### src/rtl/memBusPkg.sv
package memBusPkg;

  typedef enum logic [1:0] {
    PH_IDLE   = 2'd0,
    PH_ADDR   = 2'd1,
    PH_STROBE = 2'd2
  } busPhase_t;

  typedef struct packed {
    logic loadReq;
    logic captureRd;
    logic rdActive;
    logic wrActive;
  } pathCtl_t;

endpackage

### src/rtl/memBusCtrl.sv
module memBusCtrl
  import memBusPkg::*;
#(
  parameter int TIMEOUT_CYCLES = 8
) (
  input  logic     clk,
  input  logic     rstN,
  input  logic     reqValid,
  input  logic     reqWrite,
  input  logic     busReady,
  output pathCtl_t ctl,
  output logic     rspDone,
  output logic     rspError,
  output logic     reqRejected,
  output logic     busRdN,
  output logic     busWrN
);

  localparam int CW = $clog2(TIMEOUT_CYCLES + 1);
  localparam logic [CW-1:0] LAST_WAIT = CW'(TIMEOUT_CYCLES - 1);

  busPhase_t phase;
  logic      isWrite;
  logic [CW-1:0] waitCnt;
  logic      readyOk;
  logic      expire;

  always_comb begin
    readyOk       = (waitCnt != '0) && busReady;
    expire        = (waitCnt == LAST_WAIT);
    ctl.loadReq   = (phase == PH_IDLE) && reqValid;
    ctl.rdActive  = (phase == PH_STROBE) && !isWrite;
    ctl.wrActive  = (phase == PH_STROBE) && isWrite;
    ctl.captureRd = ctl.rdActive && readyOk;
    busRdN        = !ctl.rdActive;
    busWrN        = !ctl.wrActive;
  end

  always_ff @(posedge clk) begin
    if (!rstN) begin
      phase       <= PH_IDLE;
      isWrite     <= 1'b0;
      waitCnt     <= '0;
      rspDone     <= 1'b0;
      rspError    <= 1'b0;
      reqRejected <= 1'b0;
    end else begin
      rspDone     <= 1'b0;
      rspError    <= 1'b0;
      reqRejected <= reqValid && (phase != PH_IDLE);
      unique case (phase)
        PH_IDLE: begin
          if (reqValid) begin
            phase   <= PH_ADDR;
            isWrite <= reqWrite;
          end
        end
        PH_ADDR: begin
          phase   <= PH_STROBE;
          waitCnt <= '0;
        end
        PH_STROBE: begin
          if (readyOk) begin
            phase   <= PH_IDLE;
            rspDone <= 1'b1;
          end else if (expire) begin
            phase    <= PH_IDLE;
            rspDone  <= 1'b1;
            rspError <= 1'b1;
          end else begin
            waitCnt <= waitCnt + 1'b1;
          end
        end
        default: phase <= PH_IDLE;
      endcase
    end
  end

  // a falling read strobe stays low for at least one more cycle
  a_r3_min_wait: assert property (@(posedge clk) disable iff (!rstN)
    $fell(busRdN) |=> !busRdN);

  // same minimum wait state on the write side
  a_r5_min_wait_wr: assert property (@(posedge clk) disable iff (!rstN)
    $fell(busWrN) |=> !busWrN);

  // a request while busy is flagged next cycle
  a_r9_busy_flag: assert property (@(posedge clk) disable iff (!rstN)
    (reqValid && phase != PH_IDLE) |=> reqRejected);

  // error only comes with done
  a_r8_error_with_done: assert property (@(posedge clk) disable iff (!rstN)
    rspError |-> rspDone);

  // strobes are released while done is shown
  a_r7_released_at_done: assert property (@(posedge clk) disable iff (!rstN)
    rspDone |-> (busRdN && busWrN));

endmodule

### src/rtl/memBusPath.sv
module memBusPath
  import memBusPkg::*;
#(
  parameter int ADDR_W = 16,
  parameter int DATA_W = 16
) (
  input  logic              clk,
  input  logic              rstN,
  input  pathCtl_t          ctl,
  input  logic [ADDR_W-1:0] reqAddr,
  input  logic [DATA_W-1:0] reqWdata,
  input  logic [DATA_W-1:0] busDin,
  output logic [ADDR_W-1:0] busAddr,
  output logic [DATA_W-1:0] busDout,
  output logic              busDoutEn,
  output logic [DATA_W-1:0] rspRdata
);

  logic [ADDR_W-1:0] addrReg;
  logic [DATA_W-1:0] wdataReg;
  logic [DATA_W-1:0] rdataReg;

  always_ff @(posedge clk) begin
    if (!rstN) begin
      addrReg  <= '0;
      wdataReg <= '0;
      rdataReg <= '0;
    end else begin
      if (ctl.loadReq) begin
        addrReg  <= reqAddr;
        wdataReg <= reqWdata;
      end
      if (ctl.captureRd) begin
        rdataReg <= busDin;
      end
    end
  end

  always_comb begin
    busAddr   = addrReg;
    busDoutEn = ctl.wrActive;
    busDout   = ctl.wrActive ? wdataReg : '0;
    rspRdata  = rdataReg;
  end

  // address held while any strobe is active
  a_r6_addr_stable: assert property (@(posedge clk) disable iff (!rstN)
    (ctl.rdActive || ctl.wrActive) |-> $stable(busAddr));

  // driven write data does not move while enabled
  a_r5_dout_stable: assert property (@(posedge clk) disable iff (!rstN)
    (busDoutEn && $past(busDoutEn)) |-> $stable(busDout));

  // read data changes only through a capture
  a_r4_rdata_hold: assert property (@(posedge clk) disable iff (!rstN)
    !$past(ctl.captureRd) |-> $stable(rspRdata));

endmodule

### src/rtl/memBusMaster.sv
module memBusMaster
  import memBusPkg::*;
#(
  parameter int ADDR_W         = 16,
  parameter int DATA_W         = 16,
  parameter int TIMEOUT_CYCLES = 8
) (
  input  logic              clk,
  input  logic              rstN,
  input  logic              reqValid,
  input  logic              reqWrite,
  input  logic [ADDR_W-1:0] reqAddr,
  input  logic [DATA_W-1:0] reqWdata,
  output logic [DATA_W-1:0] rspRdata,
  output logic              rspDone,
  output logic              rspError,
  output logic              reqRejected,
  output logic [ADDR_W-1:0] busAddr,
  output logic              busRdN,
  output logic              busWrN,
  output logic [DATA_W-1:0] busDout,
  output logic              busDoutEn,
  input  logic [DATA_W-1:0] busDin,
  input  logic              busReady
);

  pathCtl_t ctl;

  memBusCtrl #(.TIMEOUT_CYCLES(TIMEOUT_CYCLES)) uCtrl (
    .clk(clk), .rstN(rstN), .reqValid(reqValid), .reqWrite(reqWrite),
    .busReady(busReady), .ctl(ctl), .rspDone(rspDone), .rspError(rspError),
    .reqRejected(reqRejected), .busRdN(busRdN), .busWrN(busWrN)
  );

  memBusPath #(.ADDR_W(ADDR_W), .DATA_W(DATA_W)) uPath (
    .clk(clk), .rstN(rstN), .ctl(ctl), .reqAddr(reqAddr), .reqWdata(reqWdata),
    .busDin(busDin), .busAddr(busAddr), .busDout(busDout),
    .busDoutEn(busDoutEn), .rspRdata(rspRdata)
  );

  // done never lasts two cycles
  a_r7_done_pulse: assert property (@(posedge clk) disable iff (!rstN)
    rspDone |=> !rspDone);

endmodule

### config.mk
export PLATFORM = sky130hd
export DESIGN_NAME = memBusMaster
export DESIGN_NICKNAME = d
export VERILOG_FILES = /design/src/rtl/memBusPkg.sv /design/src/rtl/memBusCtrl.sv /design/src/rtl/memBusPath.sv /design/src/rtl/memBusMaster.sv
export SDC_FILE = /design/constraint.sdc
export NUM_CORES = 1
export LEC_CHECK = 0
export BUFFER_PORTS_ARGS = -buffer_cell sky130_fd_sc_hd__buf_2
export CELL_PAD_IN_SITES_DETAIL_PLACEMENT = 0
export CELL_PAD_IN_SITES_GLOBAL_PLACEMENT = 1
export CORE_UTILIZATION = 34
export DETAILED_ROUTE_END_ITERATION = 10
export PLACE_DENSITY_LB_ADDON = 0.1
export SYNTH_ARGS = -nofsm -noshare
export SYNTH_HDL_FRONTEND = slang
export SYNTH_SLANG_ARGS = --single-unit
### constraint.sdc
create_clock -name clk -period 1.97 [get_ports clk]
set_clock_uncertainty 0.1 [all_clocks]
set_input_delay 0.394 -clock clk [delete_from_list [all_inputs] [get_ports clk]]
set_output_delay 0.394 -clock clk [all_outputs]
set_load 0.01 [all_outputs]
==> results of run 1 <==
placed cells by master (no fill, tap or decap), types with 8 or more instances in the layout:
cell type	n
a21boi_0	26
a21boi_1	8
and3_1	19
buf_2	106
clkbuf_8	11
dfxtp_1	57
inv_1	9
mux2i_1	17
nand2_1	80
nor2b_1	17
registers in the layout, indices dropped and copies added (netlist names):
register,flops
uCtrl.reqRejected,1
uPath.busAddr,16
uCtrl.phase,2
uCtrl.rspDone,1
uPath.rspRdata,16
uCtrl.waitCnt,4
uCtrl.isWrite,1
uCtrl.rspError,1
uPath.wdataReg,16
worst max-delay path, delay by kind of cell, from the launching register on:
family                   cells  cell delay (ps)
buffers and inverters        3              360
flip-flops                   1              340
adder cells (fa/ha/maj)      1              200
AND/OR/NAND/NOR              1              180
where the power goes:
group / switching (W) / internal, W
combinational: 0.000198 / 0.000165
sequential: 0.0000303 / 0.00124
clock: 0.000447 / 0.000635
final timing paths:
check,from,to,cells past startpoint
max,uCtrl.phase[0],busDout[15],5
min,reqWdata[9],uPath.wdataReg[9],3
max reg2reg,uCtrl.phase[0],uPath.rspRdata[6],7
min reg2reg,uPath.wdataReg[9],uPath.wdataReg[9],2
metal layers:
layer	part of all wire (%)	global-route usage (%)
met1	47	19.2
met2	44	24.8
met3	7.4	4.64
met4	1.3	8.49
met5	0	0
cell families (layout without fill, tap and decap cells):
family / after synthesis / count (layout) / synth area share [%]
buffers and inverters: 28 / 139 / 5.43
AOI/OAI and AO/OA: 47 / 47 / 14.1
muxes: 17 / 17 / 6.90
and+or+nand+nor: 125 / 125 / 23.9
adders and majority gates: 5 / 5 / 2.54
DFF: 58 / 58 / 47.1
layout make-up:
type                       instances  area [sq um]  share of cell area (%)
clock buffer                      11           151                    4.55
clock inverter                     3          40.0                    1.20
inverter                           9          33.8                    1.02
multi-input combinational        194          1170                    35.2
sequential                        58          1160                    34.9
tap                               96           120                    3.61
timing repair buffer             116           647                    19.4
stage by stage:
step	total power (W)	cell area, sq um	setup TNS, ps	setup WS [ps]	hold WS (ps)
2_1_floorplan	0.00149	2460	0	316	331
3_3_place_gp	0.00165	3120	0	318	339
3_5_place_dp	0.00165	3120	0	320	343
4_1_cts	0.00275	3320	0	8.92	182
5_1_grt	0.00284	3330	-11.0	-7.50	191
6_report	0.00271	3330	0	59.6	196
what timing repair did:
item,in CTS,in global routing
resized for setup,2,1
buffers inserted,0,1
setup endpoints to repair,16,16
hold endpoints to repair,0,0
==> results.txt, run 1 <==
run status -> completed
drt wl/cell -> 11.8 um
Fmax -> 523 MHz
Die Ht -> 87.1 um
Pwr Density -> 815 nW/um^2
syn nets -> 338
I/O Buffers -> 106
Slew Limit Fails -> 0
clk buf depth -> 2
CP cell instances -> inv_1 > ha_2 > buf_4 > and3_1 > buf_2
GRT Resource Usage Total -> 15.7%
worst hold path type -> primary input to register
Tmin final -> 1910 ps
total wire length -> 5.75 mm
drt drc -> 0
Placed Cells -> 472
reg2reg setup slack -> 300 ps
root buf cell -> clkbuf_8
IO Count -> 107
Post-Layout Cell Count -> 487
number of diodes -> 0
die width -> 87.1 um
Warnings, synthesis -> 0
Avg Inst Size Synth -> 8.80 sq um
fin crit share -> 97.0%
count of different cell masters after synthesis -> 32
Slew headroom -> 74.6%
CP endpoint kind -> output pin
TritonCTS clock tree -> done
vias in the first global route -> 1999
initial antenna violation count -> 0
Required @ worst endpoint -> 1480 ps
Reg clk slew, reported paths -> 60 ps
via count -> 2211
WS Path Type -> register to output pin
effective utilization at floorplan -> 35.7%
Final Hold Fails -> 0
maximum vdd drop -> 0.000399 V
Site Rows -> 30
Via density -> 4.54
DP HPWL -> 3.87 mm
maxcap violations -> 0
Synth Instances -> 280
top post-synthesis cells by area -> dfxtp_1 (47%), nand2_1 (12%), a21boi_0 (7.9%)
die area -> 7590 sq um
CTS H-Tree Depth -> 3
Fill cells -> 759
clk_lat worst skew -> 330 ps
Core Area -> 6910 sq um
DRT Pass-1 Iters -> 4
clock sink count -> 58
number of synthesized flops with an enable pin -> 0
CP max FO -> 8
# setup viols final -> 0
Critical Path Max Stage Delay -> 340 ps
cell type with the largest total area after synthesis -> dfxtp_1
post-route antenna net violation count -> 0
most frequent cells after synthesis -> nand2_1 (80), dfxtp_1 (58), a21boi_0 (26), and3_1 (19)
proportion of layout cells with a drive suffix above 1 -> 34.0%
Async SR Flop Fraction -> 0%
post-synthesis register bit count -> 58
synthesized area -> 2460 sq um
initial DRC count -> 84
top-count cell post-synth -> nand2_1
remaining global-route overflow -> 0
RSZ-0062 raised after global routing -> yes
pin count of the biggest net entering global routing -> 37
ys flop type -> dfxtp_1
synthesis-to-finish area growth -> 35.0%
slowest CP cell -> dfxtp_2
hold buffer count at cts -> 0
Arr. time, crit path -> 1420 ps
Final Wtd Congestion -> 0.742
CP Launch Type -> register
first-pass GRT wire length -> 9.05 mm
cts bufs inserted -> 9
Yosys top cell area share -> 47.1%
Seq/Total Area, Yosys -> 47.1%
Core Util, Final -> 48.2%
Lkg Pwr -> 1.56 nW
actual slew at the worst max-slew pin -> 378 ps
nets -> 446
No activity file was read; power rests on OpenSTA's default activity.
==> run 2: changes to the inputs <==
--- a/config.mk
+++ b/config.mk
@@ -10,6 +10,7 @@
 export CELL_PAD_IN_SITES_GLOBAL_PLACEMENT = 1
 export CORE_UTILIZATION = 34
 export DETAILED_ROUTE_END_ITERATION = 10
+export MAX_ROUTING_LAYER = met4
 export PLACE_DENSITY_LB_ADDON = 0.1
 export SYNTH_ARGS = -nofsm -noshare
 export SYNTH_HDL_FRONTEND = slang
==> run 2 against run 1 <==
Via count increased by 0.14%. Design area unchanged. Critical path type unchanged. Utilization unchanged.
==> results.txt, run 2 (synthesis gave the netlist of run 1 again) <==
run status -> completed
Critical Path Max Stage Delay -> 340 ps (about the same)
# setup viols final -> 0 (unchanged)
Core Area -> 6910 sq um (unchanged)
Setup TNS -> 0 ps (unchanged)
Fill cells -> 759 (unchanged)
Place WS -> 320 ps (unchanged)
nets -> 446 (unchanged)
Lkg Pwr -> 1.56 nW (unchanged)
I/O Buffers -> 106 (unchanged)
final worst slack -> 64.4 ps (+4.87 ps)
die area -> 7590 sq um (unchanged)
worst reg2reg path startpoint -> uCtrl.phase[0]
Min-Delay Path Depth -> 3 (unchanged)
clk_lat worst skew -> 320 ps (about the same)
root buf cell -> clkbuf_8
Final Wtd Congestion -> 0.751 (+1.3%)
DP HPWL -> 3.87 mm (unchanged)
CP cell instances -> inv_1 > ha_2 > buf_4 > and3_1 > buf_2
Pwr Density -> 814 nW/um^2 (about the same)
Slew Limit Fails -> 0 (unchanged)
number of diodes -> 0 (unchanged)
most common cell after layout, fill and taps aside -> buf_2
WS Path Type -> register to output pin
initial antenna violation count -> 0 (unchanged)
actual slew at the worst max-slew pin -> 378 ps (-0.421 ps)
TritonCTS clock tree -> done
Slew headroom -> 74.6% (about the same)
IO Count -> 107 (unchanged)
vias in the first global route -> 2000 (+0.050%)
CP endpoint kind -> output pin
post-route antenna net violation count -> 0 (unchanged)
hold buffer count at cts -> 0 (unchanged)
remaining global-route overflow -> 0 (unchanged)
proportion of layout cells with a drive suffix above 1 -> 34.0% (unchanged)
clk buf depth -> 2 (unchanged)
Die Ht -> 87.1 um (unchanged)
slowest CP cell -> dfxtp_2
synthesis-to-finish area growth -> 35.0% (unchanged)
first-pass GRT wire length -> 9.05 mm (about the same)
maxcap violations -> 0 (unchanged)
fin crit share -> 96.7% (-0.25 points)
Arr. time, crit path -> 1410 ps (about the same)
reg2reg setup slack -> 300 ps (about the same)
CTS H-Tree Depth -> 3 (unchanged)
cts bufs inserted -> 9 (unchanged)
Required @ worst endpoint -> 1480 ps (about the same)
clock sink count -> 58 (unchanged)
Final Hold Fails -> 0 (unchanged)
effective utilization at floorplan -> 35.7% (unchanged)
Worst R2R Path Depth -> 7 (unchanged)
total power -> 0.00271 W (about the same)
die width -> 87.1 um (unchanged)
Reg clk slew, reported paths -> 60 ps (about the same)
CP Launch Type -> register
Core Util, Final -> 48.2% (unchanged)
Via density -> 4.55 (+0.14%)
CP max FO -> 8 (unchanged)
GRT Resource Usage Total -> 16.1% (+0.46 points)
Hold Path End -> uPath.wdataReg[9]
commonest non-fill, non-tap cells in the layout -> buf_2 (106), nand2_1 (80), dfxtp_1 (57)
Site Rows -> 30 (unchanged)
drt drc -> 0 (unchanged)
Tmin final -> 1910 ps (-4.87 ps)
origin of the worst min-delay path -> reqWdata[9]
Worst Setup SP -> uCtrl.phase[0]
maximum vdd drop -> 0.000399 V (about the same)
worst hold path type -> primary input to register
hold_ws -> 199 ps (+2.23 ps)
DRT Pass-1 Iters -> 4 (unchanged)
Fmax -> 525 MHz (+0.26%)
Reg-to-Reg End -> uPath.rspRdata[6]
pin count of the biggest net entering global routing -> 37 (unchanged)
initial DRC count -> 95 (+13%)
total wire length -> 5.75 mm (about the same)
drt wl/cell -> 11.8 um (about the same)
via count -> 2214 (+0.14%)
run 2: cell counts in the layout (fill, tap and decap cells not counted):
No cell type changed its count.
run 2: layout make-up:
| type | count | area (sq um) | share of cell area [%] |
|---|---|---|---|
| multi-input cells | 194 | 1170 | 35.2 |
| flip-flops and latches | 58 | 1160 | 34.9 |
| repair buffers | 116 | 647 | 19.4 |
| clock buffers | 11 | 151 | 4.55 |
| well taps | 96 | 120 | 3.61 |
| clock inverters | 3 | 40.0 | 1.20 |
| inverters | 9 | 33.8 | 1.02 |
run 2: how the worst max path moves through the flow:
stage	end	cells after the start
3_5_place_dp	uPath.rspRdata[6]	7
5_1_grt	busDout[15]	5
2_1_floorplan	busDoutEn	6
3_3_place_gp	busDout[12]	5
6_report	busDout[15]	5
4_1_cts	busDout[0]	5
run 2: worst max-delay path, delay by kind of cell (launching register included):
family	cells	cell delay (ps)
adder cells (fa/ha/maj)	1	200
AND/OR/NAND/NOR	1	180
buffers and inverters	3	360
flip-flops	1	340
run 2: per-stage QoR:
| step | cell area (sq um) | cells |
|---|---|---|
| after floorplan | 2460 | 280 |
| after global placement | 3120 | 472 |
| after detailed placement | 3120 | 472 |
| after CTS | 3320 | 486 |
| after global routing | 3330 | 487 |
| final | 3330 | 487 |
run 2: what timing repair did:
item,CTS,global route
resized for setup,2,1
setup buffers,0,1
setup endpoints to repair,16,16
hold endpoints to repair,0,0
cloned,0,0
run 2: power breakdown:
group,total [W],switching [W],internal (W)
sequential,0.00127,0.0000304,0.00124
combinational,0.000363,0.000198,0.000165
clock,0.00108,0.000445,0.000635
total,0.00271,0.000674,0.00204
run 2: metal layers:
layer | track usage, % | wire length [um] | vias up
met5 | - | 0 | -
met4 | 8.49 | 79 | 0
met3 | 3.89 | 369 | 8
met2 | 24.8 | 2530 | 76
met1 | 19.6 | 2770 | 992
li1 | - | - | 1138
==> run 3: changes to the inputs <==
--- a/config.mk
+++ b/config.mk
@@ -8,6 +8,7 @@
 export BUFFER_PORTS_ARGS = -buffer_cell sky130_fd_sc_hd__buf_2
 export CELL_PAD_IN_SITES_DETAIL_PLACEMENT = 0
 export CELL_PAD_IN_SITES_GLOBAL_PLACEMENT = 1
+export CORE_ASPECT_RATIO = 1.5
 export CORE_UTILIZATION = 34
 export DETAILED_ROUTE_END_ITERATION = 10
 export MAX_ROUTING_LAYER = met4
==> run 3 against run 2 <==
Critical path depth stayed put. Sequential share of layout area is 0.21 points higher. Cell count is 2.7% lower. Fmax is 1.8% higher. Die area hardly changed. Utilization is 0.55 points lower. Design area is 0.60% lower. Worst hold slack worse by 3.2 ps. Combinational power is 2% lower. Largest power group unchanged.
==> results.txt, run 3 (synthesis gave the netlist of run 1 again) <==
worst hold path type -> primary input to register
GRT Resource Usage Total -> 16.3% (+0.17 points)
Hold Path End -> uPath.busAddr[11]
Arr. time, crit path -> 1380 ps (-30 ps)
Worst R2R Path Depth -> 5 (-2)
Min-Delay Path Depth -> 3 (unchanged)
run status -> completed
DRT Pass-1 Iters -> 4 (unchanged)
WP buf/inv -> 3 (unchanged)
# setup viols final -> 0 (unchanged)
slowest CP cell -> dfxtp_2
part of the power in registers -> 47.4% (+0.6 points)
Required @ worst endpoint -> 1480 ps (about the same)
total wire length -> 5.84 mm (+1.5%)
Core Area -> 6940 sq um (+0.54%)
Lkg Pwr -> 1.57 nW (+0.43%)
CP max FO -> 11 (+3)
hold buffer count at cts -> 0 (unchanged)
CTS H-Tree Depth -> 3 (unchanged)
maxcap violations -> 0 (unchanged)
Clk pwr share -> 39.2% (-0.6 points)
maximum vdd drop -> 0.000557 V (+40%)
initial antenna violation count -> 0 (unchanged)
initial DRC count -> 63 (-34%)
reg2reg setup slack -> 300 ps (about the same)
clock sink count -> 58 (unchanged)
remaining global-route overflow -> 0 (unchanged)
first-pass GRT wire length -> 9.29 mm (+2.8%)
RSZ-0062 raised after global routing -> no
Int Pwr -> 0.00200 W (-1.5%)
Slew headroom -> 76.1% (+1.4 points)
effective utilization at floorplan -> 35.5% (-0.19 points)
fin crit share -> 95.0% (-1.7 points)
root buf cell -> clkbuf_8
post-route antenna net violation count -> 0 (unchanged)
IO Count -> 107 (unchanged)
Slew Limit Fails -> 0 (unchanged)
critical path's top delay family -> flip-flops
Tmin final -> 1870 ps (-33.7 ps)
Reg-to-Reg End -> uCtrl.phase[0]
Setup TNS -> 0 ps (unchanged)
Site Rows -> 37 (+23%)
Fmax -> 534 MHz (+1.8%)
Via density -> 4.63 (+1.8%)
WS Path Type -> register to output pin
final worst slack -> 98.1 ps (+33.7 ps)
clk_lat worst skew -> 330 ps (about the same)
origin of the worst min-delay path -> reqAddr[11]
Place WS -> 271 ps (-48.8 ps)
nets -> 450 (+0.90%)
worst reg2reg path startpoint -> uCtrl.waitCnt[0]
pin count of the biggest net entering global routing -> 21 (-43%)
CP Launch Type -> register
Reg clk slew, reported paths -> 60 ps (about the same)
vias in the first global route -> 2140 (+7.0%)
synthesis-to-finish area growth -> 34.2%
DP HPWL -> 4.14 mm (+6.8%)
drt drc -> 0 (unchanged)
Critical Path Max Stage Delay -> 340 ps (about the same)
most common cell after layout, fill and taps aside -> buf_2
CP endpoint kind -> output pin
via count -> 2193 (-0.95%)
commonest non-fill, non-tap cells in the layout -> buf_2 (106), nand2_1 (80), dfxtp_1 (57)
number of diodes -> 0 (unchanged)
Worst Setup SP -> uCtrl.phase[0]
drt wl/cell -> 12.3 um (+4.3%)
TritonCTS clock tree -> done
Fill cells -> 747 (-1.6%)
I/O Buffers -> 106 (unchanged)
proportion of layout cells with a drive suffix above 1 -> 34.3% (+0.33 points)
cts bufs inserted -> 9 (unchanged)
Final Hold Fails -> 0 (unchanged)
Die Ht -> 106 um (+22%)
die width -> 71.5 um (-18%)
CP cell instances -> inv_1 > ha_2 > buf_6 > and3_1 > buf_2
actual slew at the worst max-slew pin -> 357 ps (-21.3 ps)
Net Sw Power -> 0.000668 W (-0.85%)
Final Wtd Congestion -> 0.751 (about the same)
sw frac -> 25.0% (+0.13 points)
die area -> 7600 sq um (about the same)
Gate power share -> 13.3% (about the same)
clk buf depth -> 2 (unchanged)
Pwr Density -> 808 nW/um^2 (-0.76%)
==> run 3: changes by cell type in the layout (fill, tap and decap cells not counted) <==
cell,before,now
clkbuf_1,0,2
clkbuf_8,11,10
buf_4,6,11
buf_6,1,2
buf_12,3,1
==> run 3: how the worst max path moves through the flow <==
stage                     depth (start not counted)  slack [ps]            endpoint
after floorplan                                   6         320           busDoutEn
final                                             5         100          busDout[5]
after detailed placement                          7         270  uPath.rspRdata[15]
after global placement                            7         310  uPath.rspRdata[15]
after global routing                              5          30         busDout[15]
after CTS                                         5          20          busDout[5]
==> run 3: what timing repair did <==
action	4_1_cts	5_1_grt
pin swaps	0	0
resized for setup	2	2
hold endpoints to repair	0	0
buffers inserted	0	3
setup endpoints to repair	6	16
==> run 3: routing by layer <==
metal | wire length [um] | up-vias | global-route usage (%)
li1 | - | 1147 | -
met1 | 2520 | 962 | 17.5
met2 | 2950 | 78 | 27.6
met3 | 308 | 6 | 4.45
met4 | 58 | 0 | 7.56
met5 | 0 | - | -
==> run 3: area by class of cell <==
| cell class | count | area (sq um) | share of cell area [%] |
|---|---|---|---|
| Clock inverter | 3 | 40.0 | 1.21 |
| Inverter | 9 | 33.8 | 1.02 |
| Multi-Input combinational cell | 194 | 1170 | 35.5 |
| Timing Repair Buffer | 120 | 656 | 19.8 |
| Clock buffer | 12 | 145 | 4.39 |
| Sequential cell | 58 | 1160 | 35.1 |
| Tap cell | 78 | 97.6 | 2.95 |
==> run 3: through the flow <==
| step | std cells | hold slack [ps] | utilization (%) | area (sq um) | power, W |
|---|---|---|---|---|---|
| floorplan | 280 | 331 | - | 2460 | 0.00149 |
| global placement | 456 | 337 | 44.5 | 3090 | 0.00164 |
| detailed placement | 456 | 344 | 44.5 | 3090 | 0.00165 |
| CTS | 471 | 184 | 47.2 | 3280 | 0.00271 |
| global route | 474 | 186 | 47.6 | 3310 | 0.00282 |
| finish | 474 | 196 | 47.6 | 3310 | 0.00267 |
==> run 3: tightest hold or removal path, cell delays in order <==
cell and delay, ps:
buf_2 100, nand2_1 40, a21boi_1 50
==> run 3: power by group through the flow <==
stage	sequential, W	combinational (W)	clock, W
floorplan	0.00130	0.000187	0
global placement	0.00129	0.000351	0
detailed placement	0.00129	0.000352	0
CTS	0.00127	0.000356	0.00109
global route	0.00128	0.000402	0.00114
finish	0.00127	0.000356	0.00105
